**config.mk**
```make
export PLATFORM = sky130hd
export DESIGN_NAME = ir_mode_ctrl
export DESIGN_NICKNAME = d
export VERILOG_FILES = /design/src/rtl/ir_mode_pkg.sv /design/src/rtl/ir_mode_reg.sv /design/src/rtl/ir_done_flag.sv /design/src/rtl/ir_path_mux.sv /design/src/rtl/ir_mode_ctrl.sv
export SDC_FILE = /design/constraint.sdc
export NUM_CORES = 1
export LEC_CHECK = 0
export ABC_AREA = 1
export BUFFER_PORTS_ARGS = -buffer_cell sky130_fd_sc_hd__buf_2
export CORE_AREA = 2 2 39 41
export CTS_BUF_LIST = sky130_fd_sc_hd__clkbuf_8 sky130_fd_sc_hd__clkbuf_16
export CTS_CLUSTER_DIAMETER = 40
export DETAILED_ROUTE_END_ITERATION = 8
export DIE_AREA = 0 0 41 43
export GPL_ROUTABILITY_DRIVEN = 0
export PLACE_DENSITY_LB_ADDON = 0.25
export SLEW_MARGIN = 15
export SYNTH_ARGS = -nofsm -noshare
export SYNTH_HDL_FRONTEND = slang
export SYNTH_SLANG_ARGS = --single-unit
export TNS_END_PERCENT = 50
```
**constraint.sdc**
```tcl
create_clock -name clk_i -period 1.32 [get_ports clk_i]
set_input_delay 0.066 -clock clk_i [delete_from_list [all_inputs] [get_ports clk_i]]
set_output_delay 0.066 -clock clk_i [all_outputs]
set_load 0.05 [all_outputs]
```
**src/rtl/ir_mode_pkg.sv**
```systemverilog
package ir_mode_pkg;
  localparam int N_ENG   = 3;
  localparam int ENG_SIR = 0;
  localparam int ENG_MIR = 1;
  localparam int ENG_FIR = 2;
  localparam int N_DONE  = 2;

  localparam int B_LBM   = 2;
  localparam int B_MDONE = 3;
  localparam int B_FDONE = 4;
  localparam int B_RSVD  = 5;

  typedef enum logic [1:0] {
    SEL_NONE = 2'b00,
    SEL_SIR  = 2'b01,
    SEL_MIR  = 2'b10,
    SEL_FIR  = 2'b11
  } ir_sel_e;
endpackage

```
**src/rtl/ir_mode_reg.sv**
```systemverilog
module ir_mode_reg
  import ir_mode_pkg::*;
(
  input  logic             clk_i,
  input  logic             rst_ni,
  input  logic             we_i,
  input  logic [1:0]       sel_wr_i,
  input  logic             lbm_wr_i,
  output ir_sel_e          sel_o,
  output logic             lbm_o,
  output logic [N_ENG-1:0] en_o
);
  ir_sel_e sel_q;
  logic    lbm_q;

  always_ff @(posedge clk_i or negedge rst_ni) begin
    if (!rst_ni) begin
      sel_q <= SEL_NONE;
      lbm_q <= 1'b0;
    end else if (we_i) begin
      sel_q <= ir_sel_e'(sel_wr_i);
      lbm_q <= lbm_wr_i;
    end
  end

  always_comb begin
    en_o = '0;
    unique case (sel_q)
      SEL_SIR:  en_o[ENG_SIR] = 1'b1;
      SEL_MIR:  en_o[ENG_MIR] = 1'b1;
      SEL_FIR:  en_o[ENG_FIR] = 1'b1;
      default:  en_o = '0;
    endcase
  end

  assign sel_o = sel_q;
  assign lbm_o = lbm_q;
endmodule

```
**src/rtl/ir_done_flag.sv**
```systemverilog
module ir_done_flag (
  input  logic clk_i,
  input  logic rst_ni,
  input  logic en_i,
  input  logic start_i,
  input  logic end_i,
  output logic done_o
);
  logic flag_q;

  always_ff @(posedge clk_i or negedge rst_ni) begin
    if (!rst_ni)      flag_q <= 1'b1;
    else if (!en_i)   flag_q <= 1'b1;
    else if (start_i) flag_q <= 1'b0;  // new frame outranks end
    else if (end_i)   flag_q <= 1'b1;
  end

  assign done_o = flag_q | ~en_i;

  AST_DONE_CLR: assert property (@(posedge clk_i) disable iff (!rst_ni)
    (en_i && start_i) |=> !flag_q);
  AST_DONE_SET: assert property (@(posedge clk_i) disable iff (!rst_ni)
    (en_i && end_i && !start_i) |=> flag_q);
  AST_DONE_IDLE: assert property (@(posedge clk_i) disable iff (!rst_ni)
    !en_i |=> flag_q);
endmodule

```
**src/rtl/ir_path_mux.sv**
```systemverilog
module ir_path_mux
  import ir_mode_pkg::*;
#(
  parameter logic TX_IDLE = 1'b0,
  parameter logic RX_IDLE = 1'b1
) (
  input  logic [N_ENG-1:0] en_i,
  input  logic             lbm_i,
  input  logic [N_ENG-1:0] eng_tx_i,
  input  logic             pin_rx_i,
  output logic [N_ENG-1:0] eng_rx_o,
  output logic             pin_tx_o
);
  logic any_en;
  assign any_en = |en_i;

  for (genvar g = 0; g < N_ENG; g++) begin : g_rx
    always_comb begin
      if (!en_i[g])  eng_rx_o[g] = RX_IDLE;
      else if (lbm_i) eng_rx_o[g] = eng_tx_i[g];
      else            eng_rx_o[g] = pin_rx_i;
    end
  end

  always_comb begin
    if (lbm_i || !any_en) pin_tx_o = TX_IDLE;
    else                  pin_tx_o = |(en_i & eng_tx_i);
  end
endmodule

```
**src/rtl/ir_mode_ctrl.sv**
```systemverilog
module ir_mode_ctrl
  import ir_mode_pkg::*;
#(
  parameter int   REG_W   = 8,
  parameter logic TX_IDLE = 1'b0,
  parameter logic RX_IDLE = 1'b1
) (
  input  logic             clk_i,
  input  logic             rst_ni,
  input  logic             reg_we_i,
  input  logic [REG_W-1:0] reg_wdata_i,
  output logic [REG_W-1:0] reg_rdata_o,
  output logic [2:0]       eng_en_o,
  input  logic [2:0]       eng_tx_i,
  output logic [2:0]       eng_rx_o,
  output logic             pin_tx_o,
  input  logic             pin_rx_i,
  input  logic [1:0]       tx_start_i,
  input  logic [1:0]       tx_end_i
);
  localparam int RSVD_W = REG_W - B_RSVD;

  ir_sel_e          sel;
  logic             lbm;
  logic [N_ENG-1:0] en;
  logic [N_DONE-1:0] done;
  logic [N_DONE-1:0] done_en;
  logic             unused_wbits;

  assign unused_wbits = ^reg_wdata_i[REG_W-1:B_MDONE];

  ir_mode_reg i_reg (
    .clk_i    (clk_i),
    .rst_ni   (rst_ni),
    .we_i     (reg_we_i),
    .sel_wr_i (reg_wdata_i[1:0]),
    .lbm_wr_i (reg_wdata_i[B_LBM]),
    .sel_o    (sel),
    .lbm_o    (lbm),
    .en_o     (en)
  );

  assign done_en = {en[ENG_FIR], en[ENG_MIR]};

  for (genvar g = 0; g < N_DONE; g++) begin : g_done
    ir_done_flag i_flag (
      .clk_i   (clk_i),
      .rst_ni  (rst_ni),
      .en_i    (done_en[g]),
      .start_i (tx_start_i[g]),
      .end_i   (tx_end_i[g]),
      .done_o  (done[g])
    );
  end

  ir_path_mux #(.TX_IDLE(TX_IDLE), .RX_IDLE(RX_IDLE)) i_mux (
    .en_i     (en),
    .lbm_i    (lbm),
    .eng_tx_i (eng_tx_i),
    .pin_rx_i (pin_rx_i),
    .eng_rx_o (eng_rx_o),
    .pin_tx_o (pin_tx_o)
  );

  always_comb begin
    reg_rdata_o          = '0;
    reg_rdata_o[1:0]     = sel;
    reg_rdata_o[B_LBM]   = lbm;
    reg_rdata_o[B_MDONE] = done[0];
    reg_rdata_o[B_FDONE] = done[1];
  end

  assign eng_en_o = en;

  AST_ONE_ENGINE: assert property (@(posedge clk_i) disable iff (!rst_ni)
    $onehot0(eng_en_o));
  AST_WR_FIELDS: assert property (@(posedge clk_i) disable iff (!rst_ni)
    reg_we_i |=> (reg_rdata_o[2:0] == $past(reg_wdata_i[2:0])));
  AST_RSVD_ZERO: assert property (@(posedge clk_i) disable iff (!rst_ni)
    reg_rdata_o[REG_W-1:B_RSVD] == RSVD_W'(0));
  AST_LOOP_PIN_IDLE: assert property (@(posedge clk_i) disable iff (!rst_ni)
    reg_rdata_o[B_LBM] |-> (pin_tx_o == TX_IDLE));
  AST_OFF_PIN_IDLE: assert property (@(posedge clk_i) disable iff (!rst_ni)
    (eng_en_o == 3'b000) |-> (pin_tx_o == TX_IDLE));
endmodule

```
# --- Word-level counts from Yosys, hierarchy flattened ---
# Index checks and enable logic that the tools add are counted.
# W data, S select, Z words.
totals:
  reg_bits: 5
  latchBits: 0
  ram_bits: 0
  rom_bits: 0
  in_bits: 19
  out_inout_bits: 15
  elab_cells: 34
  memories: 0
classes:
  n_addsub: 0
  mul: 0
  div_mod_pow: 0
  magnitude_cmp: 0
  n_eq_ne: 5
  shift: 0
  n_mux: 16
  n_bitwise: 5
  reduce_logical: 4
ops:
  columns: ["cell", "count"]
  rows:
  - ["$mux W1", 16]
  - ["$ne A3 B3 Y1 const B", 2]
  - ["$reduce_or A3 Y1", 2]
  - ["$eq A2 B2 Y1 const B", 2]
  - ["$and A3 B3 Y3", 1]
  - ["$eq A2 B1 Y1 const B", 1]
  - ["$not A1 Y1", 2]
  - ["$or A1 B1 Y1", 2]
  - ["$logic_not A1 Y1", 1]
  - ["$logic_or A1 B1 Y1", 1]

# --- Depth between registers and ports, before layout ---
logic_depth:
  word_depth: 6
  depth_mapped: 5
  ltp_nobuf: 5

# --- By module ---
# Synthesis repeated with hierarchy kept, for this count alone.
hier_totals:
  hier_cells: 54
  hier_area_um2: 336.6
by_module_without_submodules:
  columns: ["module", "n_inst", "cells_each", "area_per_inst_um2", "seq_area_each_um2"]
  rows:
  - ["ir_mode_reg", 1, 19, 135.1, 75.1]
  - ["ir_done_flag", 2, 8, 53.8, 26.3]
  - ["ir_path_mux", 1, 14, 60.1, 0.0]
  - ["ir_mode_ctrl", 1, 5, 33.8, 0.0]

# --- Worst setup path after synthesis ---
# OpenSTA, ideal clock, no wires.
synth_timing:
  path_type: "register to output"
  start: "register i_reg.sel_q[0], in the netlist i_reg.sel_o[0]"
  end: "output port eng_rx_o[0]"
  t_arrival_ps: 2181
  required_time_ps: 1254
  setup_slack_ps: -927
  path_stages_with_launch: 4
  n_path_buf: 0
  path_cell_list: "dfrtp_1 inv_1 nor2_1 nand3_1"
synth_via:
  elab_chain_len: 3
synth_lines:
  columns: ["item", "line", "rtl"]
  rows:
  - ["start: declaration", "ir_mode_reg.sv:13", "ir_sel_e sel_q;"]
  - ["start signal: assignment", "ir_mode_reg.sv:21", "sel_q <= ir_sel_e'(sel_wr_i);"]
  - ["$eq A2 B1 Y1", "ir_mode_reg.sv:28", "unique case (sel_q)"]
  - ["$mux W1", "ir_mode_reg.sv:28", null]
  - ["net eng_en_o[0]", "ir_mode_ctrl.sv:13", "output logic [2:0] eng_en_o,"]
  - ["$mux W1", "ir_path_mux.sv:19", "if (!en_i[g]) eng_rx_o[g] = RX_IDLE;"]
  - ["end: declaration", "ir_mode_ctrl.sv:15", "output logic [2:0] eng_rx_o,"]
# The timed path passes the listed nets, and every way through them passes these cells.

# --- Worst setup path after layout ---
layout_timing:
  start: "register i_reg.lbm_q, in the netlist i_reg.lbm_o"
  end: "output port eng_rx_o[0]"
layout_via:
  elab_chain_len: 2
layout_lines:
  columns: ["item", "line", "rtl"]
  rows:
  - ["start: declaration", "ir_mode_reg.sv:14", "logic lbm_q;"]
  - ["start signal: assignment", "ir_mode_reg.sv:22", "lbm_q <= lbm_wr_i;"]
  - ["$mux W1", "ir_path_mux.sv:20", "else if (lbm_i) eng_rx_o[g] = eng_tx_i[g];"]
  - ["$mux W1", "ir_path_mux.sv:19", null]
# No other way between the ends.

==> flow_metrics.tcl <==
set metrics [dict create \
    critPathBufInv 2 \
    final_area_um2 556 \
    dpl.hpwl_um 606 \
    p_leak_nw 0.313 \
    grt_pass1_vias 291 \
    yosysWarnings 0 \
    use_met3_pct 4.71 \
    cts_tree "built" \
    path_class "register to output port" \
    power_frac_clock_pct 38.9 \
    multiInputGateArea_um2 155 \
    holdCritStartpoint "tx_end_i[0]" \
    holdPathStages 3 \
    cp_slowest_stage_delay_ps 420 \
    setup_viol 0 \
    status "complete, no violations" \
    diodes 0 \
    critPathMaxFanout 6 \
    antenna_found_initial 0 \
    grt_first_pass_wirelength_mm 1.07 \
    clock_skew_ps 0.992 \
    rows 14 \
    clock_latency_ps 220 \
    drt_iter0_drc 18 \
    drcViolationCount 0 \
    vdd_ir_drop_max_uv 553 \
    avgSynthCellArea_um2 6.86 \
    fmaxAchievable_mhz 797 \
    instances_no_fill 94 \
    intPower_uw 434 \
    p_sw_share_pct 37.2 \
    wirelength_um 787 \
    min_to "g_done[0].i_flag.flag_q$_DFFE_PN1P_" \
    crit_slowest_cell "dfrtp_1" \
    setup.worst_path.end_class "output port" \
    syn2layout_area_growth_pct 55.8 \
    worstPathRequired_ps 1250 \
    clkSinkCount 5 \
    dieHeight_um 43 \
    dieArea_um2 1760 \
    grt_overflow_total 0 \
    reg2reg_depth 5 \
    powerDensity_nw_per_um2 1240 \
    vias 380 \
    pre_cts_ws_ps 151 \
    cts_made_buffers 3 \
    p_seq_share_pct 26.9 \
    ff_latch_area_um2 130 \
    ant_nets 0 \
    slew_violations 0 \
    finalHoldViolCount 0 \
    ys_seq_area_share_pct 35.8 \
    ys_ff_latch 5 \
    setup_ws_ps 64.6 \
    cts_root_buf "clkbuf_8" \
    fin_util_pct 40.1 \
    min_path_type "input port to register" \
    post-route-period-util_pct 95.1 \
    ys_types 13 \
    pwr-share-comb_pct 34.2 \
    start_util_pct 25.8 \
    design.core.area_um2 1380 \
    layout-drive-gt1-share_pct 52.6 \
    synth_cells 52 \
    mostFrequentLayoutCell "buf_2" \
    r2r_slack_ps 360 \
    nFillCells 152 \
    port-buffer-count 25 \
    place_inst 87 \
    r2r-start "i_reg.sel_o[0]$_DFFE_PN0P_" \
    num_io_pins 34 \
    cp.arrival_ps 1190 \
    clockBufferDepth 2 \
    cp-start-kind "register" \
    gr-usage-met1_pct 11.1 \
    grt_usage_pct 9.49 \
    min_period_ps 1260 \
    cpLargestDelayFamily "flip-flops" \
    hold_slack_ps 46.5 \
    cap_violations 0 \
    viasPerCell 4.04 \
    cp_cell_sequence "inv_1 -> nand2_1 -> nand3_2 -> buf_2" \
    layout.nets 98 \
    clkTransAtPathRegs_ps 30 \
    r2r_end "g_done[0].i_flag.flag_q$_DFFE_PN1P_" \
    wire_per_inst_um 8.37 \
    grtUsageMet2_pct 13.1 \
    p_sw_uw 257 \
    top_usage_layer "met2" \
    grt_max_degree 8 \
    netlist_area_um2 357 \
    final_cell_mix "buf_2 (21), nand2_1 (10), inv_1 (9), nand3_1 (6), buf_4 (4)" \
    placed_cell_area_um2 464 \
    htree_levels 1 \
    first_pass_iters 4 \
    die_w_um 41 \
]
==> worst max path at each step <==
stage                     cells past startpoint                       start             end  slack, ps
after global placement                        5  i_reg.sel_o[0]$_DFFE_PN0P_  reg_rdata_o[3]        150
after detailed placement                      5  i_reg.sel_o[0]$_DFFE_PN0P_  reg_rdata_o[3]        150
after global routing                          6  i_reg.sel_o[1]$_DFFE_PN0P_        pin_tx_o        -20
final                                         4     i_reg.lbm_o$_DFFE_PN0P_     eng_rx_o[0]         60
after CTS                                     5  i_reg.sel_o[0]$_DFFE_PN0P_  reg_rdata_o[3]         20
after floorplan                               3  i_reg.sel_o[0]$_DFFE_PN0P_     eng_rx_o[0]        -70
==> power groups by stage <==
stage	logic (mW)	registers, mW	clock network [mW]
6_report	0.236	0.186	0.269
5_1_grt	0.254	0.189	0.289
4_1_cts	0.224	0.186	0.282
3_5_place_dp	0.219	0.187	0
3_3_place_gp	0.218	0.187	0
2_1_floorplan	0.163	0.204	0
==> kinds of logic after synthesis <==
logic type / synth area share [%]
simple gates: 26.3
buf+inv: 27.7
flops: 35.8
other cells: 1.05
compound gates: 9.12
==> flip-flops by register name, summed over array words and instances, names as in the netlist <==
signal,flops
g_done.i_flag.flag_q,2
i_reg.sel_o,2
i_reg.lbm_o,1
==> timing repair <==
action / in CTS / in global routing
setup buffers: 0 / 2
endpoints found under the setup margin: 4 / 5
resized for setup: 3 / 7
hold buffers: 1 / 0
hold endpoints to repair: 5 / 0
cloned: 0 / 0
pin swaps: 0 / 1
==> final cells by class <==
cell class | count | area share (%)
clock buffer | 3 | 7.43
inverter | 10 | 7.43
timing repair buffer | 28 | 29.5
sequential | 5 | 23.4
multi-input combinational | 31 | 27.9
tap | 16 | 3.60
clock inverter | 1 | 0.676
==> Yosys cell counts <==
| library cell | count | area (µm²) |
|---|---|---|
| o21ai_0 | 3 | 15.0 |
| nor2_1 | 3 | 11.3 |
| dfrtp_1 | 3 | 75.1 |
| nand2_1 | 11 | 41.3 |
| o21a_1 | 1 | 7.51 |
| nand3_1 | 7 | 35.0 |
| dfstp_2 | 2 | 52.6 |
| nand2_2 | 1 | 6.26 |
| clkinv_2 | 1 | 5.00 |
| inv_1 | 9 | 33.8 |
| a21oi_1 | 2 | 10.0 |
| conb_1 | 1 | 3.75 |
| buf_4 | 8 | 60.1 |
==> per-layer routing <==
metal / vias to the layer above / part of all wire, %
li1: 199 / -
met1: 163 / 43
met5: - / 0
met2: 18 / 46
met3: 0 / 10
met4: 0 / 0
==> stage by stage <==
step / TNS [ps] / total power [mW]
floorplan: -70.3 / 0.367
global placement: 0 / 0.405
detailed placement: 0 / 0.406
CTS: 0 / 0.691
global route: -20.3 / 0.732
finish: 0 / 0.691
==> worst register-to-register path: stages, from the launching register on <==
cell     delay (ps)
dfrtp_2         430
inv_4           100
nand2_2          70
nor2_2          120
buf_4           110
a21oi_1          50
Power figures use the tool's default switching activity.
